==> src/rtl/irq_prio_pkg.sv <==
package irq_prio_pkg;
  localparam int NUM_IRQ = 6;
  localparam int ID_W    = $clog2(NUM_IRQ);
  localparam int NUM_GRP = NUM_IRQ / 2;
  localparam int GRP_W   = 2;

  typedef enum logic [GRP_W-1:0] {GRP_A = 2'd0, GRP_B = 2'd1, GRP_C = 2'd2} grp_e;

  typedef struct packed {
    logic [2:0] code;
    logic       sel_a;
    logic       sel_b;
    logic       sel_c;
  } prio_cfg_t;

  function automatic prio_cfg_t unpack_prio(input logic [7:0] b);
    prio_cfg_t c;
    c.code  = {b[4], b[3], b[0]};
    c.sel_a = b[5];
    c.sel_b = b[2];
    c.sel_c = b[1];
    return c;
  endfunction

  function automatic logic code_is_rsvd(input logic [2:0] code);
    return (code == 3'b000) || (code == 3'b111);
  endfunction

  // rank[0] is the top group, rank[2] the lowest
  function automatic logic [3*GRP_W-1:0] rank_of(input logic [2:0] code);
    case (code)
      3'b001:  return {GRP_B, GRP_A, GRP_C};
      3'b010:  return {GRP_C, GRP_B, GRP_A};
      3'b011:  return {GRP_B, GRP_C, GRP_A};
      3'b100:  return {GRP_A, GRP_C, GRP_B};
      3'b101:  return {GRP_A, GRP_B, GRP_C};
      3'b110:  return {GRP_C, GRP_A, GRP_B};
      default: return {GRP_C, GRP_B, GRP_A};
    endcase
  endfunction
endpackage

==> src/rtl/irq_prio_cfg.sv <==
module irq_prio_cfg
  import irq_prio_pkg::*;
(
  input  logic       clk,
  input  logic       rst_n,
  input  logic       wr,
  input  logic [7:0] wdata,
  output logic [7:0] prio_q,
  output logic [7:0] prio_d
);
  always_comb begin
    prio_d = prio_q;
    if (wr) prio_d = wdata;
  end

  always_ff @(posedge clk or negedge rst_n) begin
    if (!rst_n) prio_q <= '0;
    else if (wr) prio_q <= prio_d;
  end
endmodule

==> src/rtl/irq_pair_pick.sv <==
module irq_pair_pick
  import irq_prio_pkg::*;
#(
  parameter int IDX_LO_SEL = 0,  // wins when sel = 0
  parameter int IDX_HI_SEL = 1   // wins when sel = 1
) (
  input  logic [NUM_IRQ-1:0] elig,
  input  logic               sel,
  output logic               vld,
  output logic [ID_W-1:0]    id
);
  localparam logic [ID_W-1:0] ID_LO = ID_W'(IDX_LO_SEL);
  localparam logic [ID_W-1:0] ID_HI = ID_W'(IDX_HI_SEL);

  logic e_lo, e_hi;
  assign e_lo = elig[IDX_LO_SEL];
  assign e_hi = elig[IDX_HI_SEL];

  always_comb begin
    vld = e_lo | e_hi;
    if (e_lo && e_hi) id = sel ? ID_HI : ID_LO;
    else if (e_hi)    id = ID_HI;
    else              id = ID_LO;
  end
endmodule

==> src/rtl/irq_group_order.sv <==
module irq_group_order
  import irq_prio_pkg::*;
(
  input  logic [2:0]               code,
  input  logic [NUM_GRP-1:0]       grp_vld,
  input  logic [NUM_GRP*ID_W-1:0]  grp_id,
  output logic                     vld,
  output logic [ID_W-1:0]          id
);
  logic [3*GRP_W-1:0] rank;
  assign rank = rank_of(code);

  always_comb begin
    vld = 1'b0;
    id  = '0;
    if (!code_is_rsvd(code)) begin
      for (int r = NUM_GRP - 1; r >= 0; r--) begin
        if (grp_vld[rank[r*GRP_W +: GRP_W]]) begin
          vld = 1'b1;
          id  = grp_id[rank[r*GRP_W +: GRP_W]*ID_W +: ID_W];
        end
      end
    end
  end
endmodule

==> src/rtl/irq_prio_resolver.sv <==
module irq_prio_resolver
  import irq_prio_pkg::*;
(
  input  logic               clk,
  input  logic               rst_n,
  input  logic               prio_wr,
  input  logic [7:0]         prio_wdata,
  input  logic [NUM_IRQ-1:0] req_in,
  input  logic [NUM_IRQ-1:0] mask_in,
  input  logic               gen_in,
  input  logic               ack_in,
  output logic               irq_vld,
  output logic [ID_W-1:0]    irq_id
);
  // reset: asserted asynchronously, released after two clock edges
  logic [1:0] rst_pipe;
  logic       rst_q_n;

  always_ff @(posedge clk or negedge rst_n) begin
    if (!rst_n) rst_pipe <= '0;
    else        rst_pipe <= {rst_pipe[0], 1'b1};
  end
  assign rst_q_n = rst_pipe[1];

  // priority byte
  logic [7:0] prio_q, prio_d;
  prio_cfg_t  cfg_d, cfg_q;

  irq_prio_cfg u_cfg (
    .clk    (clk),
    .rst_n  (rst_q_n),
    .wr     (prio_wr),
    .wdata  (prio_wdata),
    .prio_q (prio_q),
    .prio_d (prio_d)
  );
  assign cfg_d = unpack_prio(prio_d);
  assign cfg_q = unpack_prio(prio_q);

  // pending state
  logic [NUM_IRQ-1:0] pend_q, pend_d, clr_vec;
  logic               vld_q, vld_d;
  logic [ID_W-1:0]    id_q, id_d;

  always_comb begin
    clr_vec = '0;
    if (ack_in && vld_q) clr_vec = NUM_IRQ'(1) << id_q;
    pend_d = (pend_q & ~clr_vec) | req_in;
  end

  logic [NUM_IRQ-1:0] elig;
  assign elig = pend_d & mask_in & {NUM_IRQ{gen_in}};

  // group pickers: A = {5 | 3}, B = {2 | 0}, C = {1 | 4}
  localparam int LO_IDX [NUM_GRP] = '{5, 2, 1};
  localparam int HI_IDX [NUM_GRP] = '{3, 0, 4};

  logic [NUM_GRP-1:0]      grp_sel;
  logic [NUM_GRP-1:0]      grp_vld;
  logic [NUM_GRP*ID_W-1:0] grp_id;

  assign grp_sel = {cfg_d.sel_c, cfg_d.sel_b, cfg_d.sel_a};

  for (genvar g = 0; g < NUM_GRP; g++) begin : g_pair
    irq_pair_pick #(
      .IDX_LO_SEL (LO_IDX[g]),
      .IDX_HI_SEL (HI_IDX[g])
    ) u_pick (
      .elig (elig),
      .sel  (grp_sel[g]),
      .vld  (grp_vld[g]),
      .id   (grp_id[g*ID_W +: ID_W])
    );
  end

  irq_group_order u_order (
    .code    (cfg_d.code),
    .grp_vld (grp_vld),
    .grp_id  (grp_id),
    .vld     (vld_d),
    .id      (id_d)
  );

  always_ff @(posedge clk or negedge rst_q_n) begin
    if (!rst_q_n) begin
      pend_q <= '0;
      vld_q  <= 1'b0;
      id_q   <= '0;
    end else begin
      pend_q <= pend_d;
      vld_q  <= vld_d;
      id_q   <= id_d;
    end
  end

  assign irq_vld = vld_q;
  assign irq_id  = id_q;

  AST_RSVD_IDLE: assert property (@(posedge clk) disable iff (!rst_q_n)
    vld_q |-> !code_is_rsvd(cfg_q.code));
  AST_WIN_PENDING: assert property (@(posedge clk) disable iff (!rst_q_n)
    vld_q |-> pend_q[id_q]);
  AST_WIN_ENABLED: assert property (@(posedge clk) disable iff (!rst_q_n)
    vld_q |-> $past(gen_in));
  AST_REQ_SETS: assert property (@(posedge clk) disable iff (!rst_q_n)
    (|req_in) |=> ((pend_q & $past(req_in)) == $past(req_in)));
  AST_ACK_CLEARS: assert property (@(posedge clk) disable iff (!rst_q_n)
    (ack_in && vld_q && !req_in[id_q]) |=> !pend_q[$past(id_q)]);
  AST_IDLE_ID: assert property (@(posedge clk) disable iff (!rst_q_n)
    !vld_q |-> (id_q == '0));
endmodule

==> config.mk <==
export PLATFORM = sky130hd
export DESIGN_NAME = irq_prio_resolver
export DESIGN_NICKNAME = d
export VERILOG_FILES = /design/src/rtl/irq_prio_pkg.sv /design/src/rtl/irq_prio_cfg.sv /design/src/rtl/irq_pair_pick.sv /design/src/rtl/irq_group_order.sv /design/src/rtl/irq_prio_resolver.sv
export SDC_FILE = /design/constraint.sdc
export NUM_CORES = 1
export LEC_CHECK = 0
export ABC_AREA = 1
export BUFFER_PORTS_ARGS = -buffer_cell sky130_fd_sc_hd__buf_2
export CAP_MARGIN = 20
export CORE_MARGIN = 2
export CORE_UTILIZATION = 35
export CTS_CLUSTER_DIAMETER = 80
export DETAILED_ROUTE_END_ITERATION = 7
export GPL_TIMING_DRIVEN = 0
export SLEW_MARGIN = 10
export SYNTH_ARGS = -nofsm -noshare
export SYNTH_HDL_FRONTEND = slang
export SYNTH_HIERARCHICAL = 1
export SYNTH_SLANG_ARGS = --single-unit
==> constraint.sdc <==
create_clock -name clk -period 0.8 [get_ports clk]
set_input_delay 0 -clock clk [delete_from_list [all_inputs] [get_ports clk]]
set_output_delay 0 -clock clk [all_outputs]
set_load 0.01 [all_outputs]
-- Word level (Yosys, flattened, before mapping)
Cells that the tools add are included.
- input port bits: 25
- memories kept: 0
- latch bits: 0
- bits in registers: 18
- logic and storage cells: 61
- memory bits (writable): 0
- memory bits (read-only): 0
- $lt $le $gt $ge: 3
- multiplexer cells: 26
- reductions and logical operators: 6
- divide/modulo/power cells: 0
- multiply operators: 3
- bitwise operators: 8
- add/subtract/negate cells: 0
- shift-type cells: 4
- equality and inequality tests: 6
- operators by type and width (operator ; count):
    3-bit two-way mux ; 11
    6-bit one-hot mux with 5 select lines ; 1
    9-bit by 5-bit variable part select with 3-bit output ; 3
    6-bit AND ; 3
    3-bit == test (second input constant) ; 4
    2-bit by 2-bit multiplier with 4-bit output (second input constant) ; 3
    6-bit two-way mux ; 2
    2-bit by 3-bit < comparator with 1-bit output (second input constant) ; 3
    1-bit two-way mux ; 7
    1-bit binary-select mux with 2-bit select ; 3
    6-bit inverter ; 1
    6-bit OR ; 1
    1-bit by 3-bit left shift with 6-bit output (first input constant) ; 1
    1-bit logical AND ; 4
    2-bit two-way mux ; 2
    3-bit by 1-bit == test with 1-bit output (second input constant) ; 1
    3-bit by 2-bit == test with 1-bit output (second input constant) ; 1
    3-bit zero test ; 1
    1-bit OR ; 3
    1-bit logical OR ; 1

-- Logic depth before layout (Yosys ltp)
Gate-level depths: netlist of run 1.
- depth after elaboration: 14
- mapped depth: 16
- depth with buffers taken out: 16

-- Cells and area by module
The synthesis of run 1 kept the hierarchy.
- modules (own cells, without submodules) (module ; area each (µm²) ; sequential area each (µm²) ; instances ; cells an instance):
    irq_prio_resolver ; 524.3 ; 300.3 ; 1 ; 60
    irq_group_order ; 520.5 ; 0.0 ; 1 ; 106
    irq_prio_cfg ; 355.3 ; 200.2 ; 1 ; 42
    irq_pair_pick (g_pair[0].u_pick ...) ; 45.0 ; 0.0 ; 2 ; 10
    irq_pair_pick (g_pair[1].u_pick) ; 36.3 ; 0.0 ; 1 ; 7

-- Worst setup path before layout of run 1
OpenSTA, ideal clock, no wires.
- kind: flip-flop to flip-flop
- start point: register id_q[1], in the netlist irq_id[1]
- end point: register id_q[2], in the netlist irq_id[2]
- arrival time: 1538 ps
- slack: -859 ps
- stages on the path, launching flop included: 14
- cell sequence: dfrtp_1 -> nand2_1 -> inv_1 -> nand2_1 -> nand2_1 -> a21oi_1 -> or2_1 -> nand2_1 -> nand2_1 -> nand2_1 -> o21ai_1 -> inv_2 -> o21ai_0 -> nor2_1
- cells in the longest elaborated chain, start to end: 14
- elaborated cells between the ends (all ways): 32
- ends and longest elaborated chain (item ; line ; source):
    from (decl) ; irq_prio_resolver.sv:43 ; logic [ID_W-1:0] id_q, id_d;
    from (signal assigned) ; irq_prio_resolver.sv:92 ; id_q <= id_d;
    1-bit by 3-bit left shift with 6-bit output * ; irq_prio_resolver.sv:47 ; if (ack_in && vld_q) clr_vec = NUM_IRQ'(1) << id_q;
    6-bit two-way mux * ; irq_prio_resolver.sv:47 ;
    6-bit inverter * ; irq_prio_resolver.sv:48 ; pend_d = (pend_q & ~clr_vec) | req_in;
    6-bit AND * ; irq_prio_resolver.sv:48 ;
    6-bit OR * ; irq_prio_resolver.sv:48 ;
    6-bit AND * (2 in a row) ; irq_prio_resolver.sv:52 ; assign elig = pend_d & mask_in & {NUM_IRQ{gen_in}};
    net elig[3] ; irq_prio_resolver.sv:51 ; logic [NUM_IRQ-1:0] elig;
    1-bit OR * ; irq_pair_pick.sv:20 ; vld = e_lo | e_hi;
    net grp_vld[0] ; irq_prio_resolver.sv:59 ; logic [NUM_GRP-1:0] grp_vld;
    1-bit binary-select mux with 2-bit select ; irq_group_order.sv:18 ; if (grp_vld[rank[r*GRP_W +: GRP_W]]) begin
    1-bit two-way mux (implied by the code) ; irq_group_order.sv:18 ;
    3-bit two-way mux (2 in a row) ; irq_group_order.sv:18 ;
    3-bit two-way mux * ; irq_group_order.sv:18 ;
    3-bit two-way mux * ; irq_group_order.sv:16 ; if (!code_is_rsvd(code)) begin
    net id_d[2] ; irq_prio_resolver.sv:43 ;
The timed path passes the listed nets; every way through them passes the cells marked *. The select of a mux whose other input is x is not followed.
A chain may end at the register's enable or synchronous reset.

-- Worst setup path in the final report of run 1
- start point: register id_q[0], in the netlist irq_id[0]
- end point: register id_q[0], in the netlist irq_id[0]
The elaborated chain is that of the path after synthesis.

==> results of run 1 <==
## layer usage
| layer | track usage | share of wire | vias to the layer above |
|---|---|---|---|
| met4 | 0.0475 | 0.0079 | 0 |
| met1 | 0.194 | 0.47 | 598 |
| li1 | - | - | 759 |
| met3 | 0.0378 | 0.039 | 5 |
| met5 | 0 | 0 | - |
| met2 | 0.271 | 0.48 | 27 |
## final cells by class
class,count,area (sq um),share of cell area
multi-input combinational,174,902,0.477
sequential,18,452,0.239
timing repair buffer,39,267,0.141
inverter,28,115,0.0608
tap,50,62.6,0.0331
buffer,6,52.6,0.0278
clock buffer,3,41.3,0.0218
## timing repair
action                                  CTS  global route
pin swaps                                 3            19
endpoints found under the hold margin    14             0
setup buffers                             0             1
gates resized for setup                   6            16
gates cloned                              0             0
hold buffers                             13             0
endpoints found under the setup margin   13            30
## path summary, 6_finish.rpt
kind | startpoint | to | slack [ns] | depth (start not counted)
min in group asynchronous | rst_n | rst_pipe[0] | 0.05 | 2
max in group asynchronous | rst_pipe[1] | irq_id[0] | 0.35 | 0
min | prio_wr | u_cfg/prio_q[3] | 0.03 | 4
min reg2reg | rst_pipe[1] | pend_q[2] | 0.18 | 0
max reg2reg | irq_id[0] | irq_id[0] | -0.98 | 14
max | irq_id[0] | irq_id[0] | -0.98 | 14
## cells in the final DEF (no fill, tap or decap), types with 5 or more instances in the layout
cell type       n
nand2_1        81
inv_1          21
nand2_2        24
nand3_1        11
inv_2           5
dfrtp_1        17
buf_2          25
o21ai_0         5
nor2_1         17
dlygate4sd3_1  13
conb_1          5
## registers in the layout, summed over array words and instances (netlist names)
name          cells
rst_pipe          2
irq_vld           1
irq_id            3
u_cfg/prio_q      6
pend_q            6
## critical path, stage by stage, from the launching register on
cell and delay [ns]:
dfrtp_1 0.41, inv_1 0.07, nor2_2 0.12, nand2_1 0.07, nand2_2 0.10, a21oi_4 0.07
or2_4 0.25, nand2_1 0.06, nand2_1 0.05, nand2_1 0.07, o21ai_2 0.06, inv_2 0.10
nand2_1 0.06, nor2_1 0.12, nor2_1 0.05
## power breakdown
| group | internal, mW | leakage [nW] | total [mW] | switching (mW) |
|---|---|---|---|---|
| Clock | 0.335 | 0.0216 | 0.627 | 0.293 |
| Combinational | 0.522 | 0.765 | 1.30 | 0.782 |
| Sequential | 1.03 | 0.198 | 1.14 | 0.111 |
| Total | 1.89 | 0.985 | 3.07 | 1.19 |
==> reports/qor_table.md, run 1 <==
| Item | Reported |
|---|---|
| Peak supply drop | 1.03 mV |
| Power Dens Cells | 1630 nW/um^2 |
| Ant. Diodes | 0 |
| Average wire per standard cell | 9.90 microns |
| Half-perimeter wire length after placement | 2440 microns |
| Hold WS | 0.0331 ns |
| Required time reported for the critical path endpoint | 0.94 ns |
| Number of primary I/O pins | 29 |
| Floorplan die area | 4650 sq um |
| Top fanout value on the critical path | 7 |
| Worst Setup Slack post-DPL | -1.02 ns |
| Pin count of the biggest net entering global routing | 17 |
| Total power consumption of the routed design | 3.07 mW |
| Aggregate global-route resource usage | 0.158 |
| CP endpoint kind | register |
| Clock Sinks | 18 |
| Number of placed instances, taps included | 301 |
| Synthesized area per cell | 6.41 sq um |
| CP Data Arrival Time | 1.93 ns |
| Wire length after detailed routing | 3150 microns |
| Post-route insts no fill | 318 |
| H-tree depth | 1 |
| Die Y | 68.2 microns |
| Clock insertion delay at the later pin of the skew report | 0.25 ns |
| Synthesis warning total | 6 |
| Library cell used as clock root buffer | clkbuf_8 |
| Post-route cell area | 1890 sq um |
| Mapped Cells | 225 |
| 1st-pass router iterations | 4 |
| Overall die width | 68.2 microns |
| Global route total overflow | 0 |
| CTS tree | done |
| Cell area after placement | 1640 sq um |
| Final critical-path required period | 1.78 ns |
| Final count of hold timing violations | 0 |
| Count of endpoints failing setup in the final report | 13 |
| Final cycle utilization of the critical path | 2.23 |
| Count of port buffers added during placement | 25 |
| Worst clock skew | 0.00162 ns |
| Worst min-delay path class | input port to register |
| RSZ-0062 raised after global routing | yes |
| Remaining routing DRC violations | 0 |
| Count of nets left with antenna violations after detail routing | 0 |
| Vias in the first global route | 1363 |
| Initial core utilization | 0.363 |
| Clock transition at the register clock pins on the worst setup and hold paths after CTS | 0.07 ns |
| Result of the run | complete, but fails checks |
| Least setup slack across all paths after layout | -0.984 ns |
| Number of antenna violations at the first check in global routing | 0 |
| Post-layout nets | 295 |
| Core Rows | 23 |
| DRT iter0 DRCs | 45 |
| Failing checks | negative setup slack |
| Setup crit start kind | register |
| Maximum count of clock buffers along a single path | 2 |
| Area of the mapped netlist | 1440 sq um |
| Layout Utilization | 0.476 |
| Weighted congestion reported at the end of routability-driven placement | 0.890 |
| Placeable Area | 3970 sq um |
| Clock buffers created by TritonCTS | 3 |
| Count of max-cap constraint violations | 0 |
| Leakage power of the design | 0.985 nW |
| Final max-slew violation count | 0 |
| Number of vias after detailed routing | 1389 |
| Type of the worst setup path | register to register |
| Layout fillers | 409 |
| Setup TNS | -4.55 ns |
| Layout overhead on the synthesized area | 31.2% |
| Proportion of layout cells with a drive suffix above 1 | 0.340 |
| Via density per instance | 4.37 |
| First-pass GRT wire length | 5580 microns |
| Highest Clock Rate | 560 MHz |
No activity file was read; power rests on OpenSTA's default activity.
==> run 2: changes to the inputs <==
--- a/config.mk
+++ b/config.mk
@@ -13,6 +13,7 @@
 export CTS_CLUSTER_DIAMETER = 80
 export DETAILED_ROUTE_END_ITERATION = 7
 export GPL_TIMING_DRIVEN = 0
+export SKIP_CTS_REPAIR_TIMING = 1
 export SLEW_MARGIN = 10
 export SYNTH_ARGS = -nofsm -noshare
 export SYNTH_HDL_FRONTEND = slang
==> reports/qor_table.md, run 2 (same netlist as run 1, synthesis figures left out) <==
| Item | Reported | Change |
|---|---|---|
| RSZ-0062 raised after global routing | yes |  |
| Number of antenna violations at the first check in global routing | 0 | unchanged |
| Required time reported for the critical path endpoint | 0.94 ns | about the same |
| Number of vias after detailed routing | 1347 | -3.0% |
| Type of the worst setup path | register to register |  |
| Aggregate global-route resource usage | 0.151 | -0.00654 |
| Pin count of the biggest net entering global routing | 17 | unchanged |
| Core Rows | 23 | unchanged |
| Clock transition at the register clock pins on the worst setup and hold paths after CTS | 0.07 ns | about the same |
| Layout overhead on the synthesized area | 26.0% |  |
| Placeable Area | 3970 sq um | unchanged |
| Count of max-cap constraint violations | 0 | unchanged |
| Library cell used as clock root buffer | clkbuf_8 |  |
| Final cycle utilization of the critical path | 2.21 | -0.0183 |
| Clock insertion delay at the later pin of the skew report | 0.25 ns | about the same |
| Floorplan die area | 4650 sq um | unchanged |
| Half-perimeter wire length after placement | 2440 microns | unchanged |
| Initial core utilization | 0.363 | unchanged |
| Top fanout value on the critical path | 4 | -3 |
| Die Y | 68.2 microns | unchanged |
| Power Dens Cells | 1660 nW/um^2 | +1.9% |
| Top library cells by usage in the layout, fill and taps aside | nand2_1 (87), buf_2 (25), inv_1 (21) |  |
| Total power consumption of the routed design | 3.01 mW | -2.2% |
| Average wire per standard cell | 9.73 microns | -1.7% |
| Global route total overflow | 0 | unchanged |
| Ant. Diodes | 0 | unchanged |
| Post-route insts no fill | 313 | -1.6% |
| Commonest non-fill, non-tap cell in the layout | nand2_1 |  |
| DRT iter0 DRCs | 72 | +60% |
| Final critical-path required period | 1.77 ns | -0.0147 ns |
| Worst-case reg-to-reg path depth | 14 | unchanged |
| Leakage power of the design | 0.961 nW | -2.4% |
| Setup crit start kind | register |  |
| Vias in the first global route | 1271 | -6.7% |
| CTS tree | done |  |
| Result of the run | complete, but fails checks |  |
| Clock Sinks | 18 | unchanged |
| Wire length after detailed routing | 3050 microns | -3.2% |
| Worst min-delay path class | input port to register |  |
| H-tree depth | 1 | unchanged |
| Worst r2r src | irq_vld |  |
| Number of placed instances, taps included | 301 | unchanged |
| Via density per instance | 4.30 | -1.5% |
| Combined area of the multi-input logic cells | 877 sq um | -2.8% |
| Launching element of the worst setup path | irq_vld |  |
| Proportion of layout cells with a drive suffix above 1 | 0.316 | -0.0240 |
| Number of primary I/O pins | 29 | unchanged |
| CP Data Arrival Time | 1.91 ns | -0.02 ns |
| Post-layout nets | 290 | -1.7% |
| Layout fillers | 426 | +4.2% |
| Worst clock skew | 0.00201 ns | +0.000387 ns |
| Clock buffers created by TritonCTS | 3 | unchanged |
| First-pass GRT wire length | 5330 microns | -4.5% |
| Overall die width | 68.2 microns | unchanged |
| Least setup slack across all paths after layout | -0.970 ns | +0.0147 ns |
| Weighted congestion reported at the end of routability-driven placement | 0.890 | unchanged |
| Highest Clock Rate | 565 MHz | +0.83% |
| Hold WS | -0.0268 ns | -0.0599 ns |
| Layout Utilization | 0.457 | -0.0192 |
| Count of port buffers added during placement | 25 | unchanged |
| 1st-pass router iterations | 4 | unchanged |
| Final max-slew violation count | 0 | unchanged |
| Peak supply drop | 1.03 mV | about the same |
| Capturing instance or port of the critical path | irq_id[0] |  |
| Crit Reg-Reg Endpoint | irq_id[0] |  |
| Slack of the worst reg-to-reg path | -0.97 ns | about the same |
| Count of endpoints failing setup in the final report | 13 | unchanged |
| Storage cell area | 452 sq um | unchanged |
| Maximum count of clock buffers along a single path | 2 | unchanged |
| Failing checks | negative hold slack, negative setup slack |  |
| Count of nets left with antenna violations after detail routing | 0 | unchanged |
| Final count of hold timing violations | 4 | +4 |
| Remaining routing DRC violations | 0 | unchanged |
| CP endpoint kind | register |  |
| Source of the worst hold timing path | prio_wdata[4] |  |
run 2: how the worst min path moves through the flow:
| stage | end | slack (ns) | cells past startpoint |
|---|---|---|---|
| final | u_cfg/prio_q[4] | -0.03 | 3 |
| after CTS | rst_pipe[0] | -0.49 | 1 |
| after floorplan | rst_pipe[0] | -0.30 | 0 |
| after detailed placement | rst_pipe[0] | -0.21 | 1 |
| after global placement | rst_pipe[0] | -0.21 | 1 |
| after global routing | u_cfg/prio_q[5] | 0.003 | 3 |
run 2: critical path: stages, from the launching register on:
cell     delay [ns]
dfrtp_1        0.36
nand2_2        0.08
nor2_4         0.14
nand2_1        0.11
nand2_2        0.08
a21oi_2        0.05
or2_4          0.24
nand2_1        0.09
nand3_2        0.08
nand2_2        0.10
nor2_1         0.05
nand2_1        0.05
nand2_1        0.04
nor2_1         0.12
nor2_1         0.05
run 2: final cells by class:
class                   count  area share
clock buffers               3      0.0227
plain buffers               6      0.0289
multi-input cells         174       0.483
flip-flops and latches     18       0.249
well taps                  50      0.0345
repair buffers             34       0.119
inverters                  28      0.0634
run 2: stage by stage:
stage | setup slack [ns] | cell area (sq um) | setup TNS, ns
after floorplan | -0.831 | 1450 | -3.65
after global placement | -1.01 | 1640 | -4.44
after detailed placement | -1.02 | 1640 | -4.55
after CTS | -1.03 | 1680 | -4.77
after global routing | -1.11 | 1820 | -5.44
final | -0.970 | 1820 | -4.35
run 2: per-layer routing:
metal	vias to the layer above	routed length, microns	share of wire	GRT usage
met5	-	0	0	0
met4	0	25	0.0082	0.0475
met3	5	117	0.038	0.0378
met2	23	1440	0.47	0.250
met1	570	1460	0.48	0.192
li1	749	-	-	-
run 2: report_power, final:
part           internal (mW)  switching (mW)
sequential              1.03           0.109
combinational          0.487           0.751
clock                  0.335           0.293
total                   1.85            1.15
==> run 3: changes to the inputs <==
--- a/config.mk
+++ b/config.mk
@@ -6,13 +6,14 @@
 export NUM_CORES = 1
 export LEC_CHECK = 0
 export ABC_AREA = 1
-export BUFFER_PORTS_ARGS = -buffer_cell sky130_fd_sc_hd__buf_2
+export ABC_CLOCK_PERIOD_IN_PS = 800
 export CAP_MARGIN = 20
 export CORE_MARGIN = 2
 export CORE_UTILIZATION = 35
 export CTS_CLUSTER_DIAMETER = 80
 export DETAILED_ROUTE_END_ITERATION = 7
-export GPL_TIMING_DRIVEN = 0
+export DONT_BUFFER_PORTS = 1
+export GPL_TIMING_DRIVEN = 1
 export SKIP_CTS_REPAIR_TIMING = 1
 export SLEW_MARGIN = 10
 export SYNTH_ARGS = -nofsm -noshare
==> reports/qor_table.md, run 3 (same netlist as run 1, synthesis figures left out) <==
| Item | Reported | Change |
|---|---|---|
| Leakage power of the design | 0.978 nW | +1.8% |
| Final max-slew violation count | 0 | unchanged |
| RSZ-0062 raised after global routing | yes |  |
| CTS tree | done |  |
| Placeable Area | 3970 sq um | unchanged |
| Library cell used as clock root buffer | clkbuf_8 |  |
| Slack of the worst reg-to-reg path | -0.95 ns | +0.02 ns |
| CP Data Arrival Time | 1.89 ns | -0.02 ns |
| Clock buffers created by TritonCTS | 3 | unchanged |
| Type of the worst setup path | register to register |  |
| Setup crit start kind | register |  |
| Setup TNS | -4.49 ns | -0.136 ns |
| Worst-case reg-to-reg path depth | 14 | unchanged |
| Library cell appearing most often on the critical path | nand2_1 |  |
| Average wire per standard cell | 10.6 microns | +8.8% |
| Met1 Usage GRT | 0.189 | -0.00327 |
| Crit Reg-Reg Endpoint | irq_id[2] |  |
| Required time reported for the critical path endpoint | 0.94 ns | about the same |
| Post-layout nets | 291 | +0.34% |
| H-tree depth | 1 | unchanged |
| Via density per instance | 4.59 | +6.7% |
| Cell type group with the largest total delay on the critical path | simple AND/OR/NAND/NOR gates |  |
| CP endpoint kind | register |  |
| Critical path cell sequence | inv_1, nor2_2, nand2_1, nand2_2, a21oi_4, or2_4, nand2_2, nand2_1, nand2_1, o21ai_2, inv_2, nand2_1, nor2_1, nor2_1 |  |
| Count of nets left with antenna violations after detail routing | 0 | unchanged |
| Routing usage on met3 | 0.0329 | -0.00493 |
| Total number of cells along the worst setup path | 14 | unchanged |
| Result of the run | complete, but fails checks |  |
| Clock transition at the register clock pins on the worst setup and hold paths after CTS | 0.06 ns | about the same |
| Slowest stage cell on the critical path | dfrtp_1 |  |
| Worst Setup Slack post-DPL | -0.976 ns | +0.0429 ns |
| Final count of hold timing violations | 2 | -2 |
| Aggregate global-route resource usage | 0.145 | -0.00565 |
| Worst r2r src | irq_id[2] |  |
| Half-perimeter wire length after placement | 2620 microns | +7.3% |
| Number of primary I/O pins | 29 | unchanged |
| Count of endpoints failing setup in the final report | 14 | +1 |
| Hold WS | -0.0215 ns | +0.00529 ns |
| Source of the worst hold timing path | prio_wr |  |
| Failing checks | negative hold slack, negative setup slack |  |
| Worst path max stage delay | 0.40 ns | +0.04 ns |
| Commonest non-fill, non-tap cell in the layout | nand2_1 |  |
| Maximum count of clock buffers along a single path | 2 | unchanged |
| Least setup slack across all paths after layout | -0.949 ns | +0.0206 ns |
| Worst hold stages | 4 | +1 |
| Top library cells by usage in the layout, fill and taps aside | nand2_1 (83), buf_4 (24), nand2_2 (23) |  |
| Count of port buffers added during placement | 0 | -100% |
| Worst-case hold path end point | u_cfg/prio_q[4] |  |
| Layout fillers | 407 | -4.5% |
| Layout overhead on the synthesized area | 32.6% |  |
| Clock Sinks | 18 | unchanged |
| Worst min-delay path class | input port to register |  |
| First-pass GRT wire length | 5090 microns | -4.5% |
| 1st-pass router iterations | 5 | +1 |
| Proportion of layout cells with a drive suffix above 1 | 0.326 | +0.0102 |
| Floorplan die area | 4650 sq um | unchanged |
| Final critical-path required period | 1.75 ns | -0.0206 ns |
| Core Rows | 23 | unchanged |
| Highest Clock Rate | 572 MHz | +1.2% |
| Wire length after detailed routing | 3330 microns | +9.2% |
| Final cycle utilization of the critical path | 2.19 | -0.0258 |
| GR Util met2 | 0.252 | +0.00243 |
| Overall die width | 68.2 microns | unchanged |
| Count of max-cap constraint violations | 0 | unchanged |
| Clock insertion delay at the later pin of the skew report | 0.25 ns | about the same |
| Power Dens Cells | 1660 nW/um^2 | +0.53% |
| Global route total overflow | 0 | unchanged |
| CP bufs+invs | 2 | +2 |
| Number of vias after detailed routing | 1442 | +7.1% |
| Initial core utilization | 0.363 | unchanged |
| Die Y | 68.2 microns | unchanged |
| Worst clock skew | 0.000882 ns | -0.00113 ns |
| Ant. Diodes | 0 | unchanged |
| Vias in the first global route | 1197 | -5.8% |
| Pin count of the biggest net entering global routing | 17 | unchanged |
| Gr busiest metal | met2 |  |
| Number of antenna violations at the first check in global routing | 0 | unchanged |
| Peak supply drop | 0.887 mV | -14% |
| Weighted congestion reported at the end of routability-driven placement | 0.958 | +7.6% |
| DRT iter0 DRCs | 33 | -54% |
| Remaining routing DRC violations | 0 | unchanged |
| Top fanout value on the critical path | 7 | +3 |
## run 3: cell types whose count changed in the layout (fill, tap and decap cells not counted), moves of 2 or more
cell / previous run / this run
dlygate4sd3_1: 9 / 13
buf_4: 4 / 24
nand2_2: 19 / 23
o21ai_0: 5 / 3
buf_6: 2 / 4
buf_2: 25 / 0
o21ai_1: 0 / 2
nand2_1: 87 / 83
## run 3: report_power, final
part           leakage [nW]  total, mW  internal [mW]  switching [mW]
Clock                0.0216      0.610          0.334           0.276
Combinational         0.760       1.43          0.621           0.808
Sequential            0.196       1.14           1.04           0.104
Total                 0.978       3.18           1.99            1.19
## run 3: layout make-up
type | count | area [sq um] | share of cell area
inverters | 28 | 115 | 0.0602
clock buffers | 3 | 41.3 | 0.0216
well taps | 50 | 62.6 | 0.0327
repair buffers | 41 | 355 | 0.186
flip-flops and latches | 18 | 453 | 0.237
multi-input cells | 174 | 885 | 0.463
## run 3: how the worst max path moves through the flow
stage / slack (ns) / startpoint / end
after detailed placement: -0.98 / irq_vld / irq_id[1]
after floorplan: -0.83 / irq_vld / irq_id[0]
after CTS: -0.99 / irq_vld / irq_id[1]
final: -0.95 / irq_id[2] / irq_id[2]
after global routing: -1.16 / irq_id[2] / irq_id[2]
after global placement: -0.96 / irq_id[0] / irq_id[2]
## run 3: stage by stage
| stage | total power, mW | instances | util | cell area [sq um] |
|---|---|---|---|---|
| after floorplan | 2.01 | 226 | - | 1450 |
| after global placement | 2.37 | 296 | 0.417 | 1650 |
| after detailed placement | 2.38 | 296 | 0.417 | 1650 |
| after CTS | 3.00 | 299 | 0.427 | 1700 |
| after global routing | 3.44 | 314 | 0.481 | 1910 |
| final | 3.18 | 314 | 0.481 | 1910 |
## run 3: worst reg2reg max path, stage by stage (launching register included)
cell     delay, ns
dfrtp_1       0.40
inv_1         0.07
nor2_2        0.13
nand2_1       0.07
nand2_2       0.09
a21oi_4       0.07
or2_4         0.27
nand2_2       0.07
nand2_1       0.05
nand2_1       0.07
o21ai_2       0.07
inv_2         0.10
nand2_1       0.06
nor2_1        0.10
nor2_1        0.05
## run 3: routing by layer
layer | vias to the layer above | wire length (microns)
li1 | 753 | -
met1 | 642 | 1500
met2 | 41 | 1670
met3 | 6 | 140
met4 | 0 | 16
met5 | - | 0
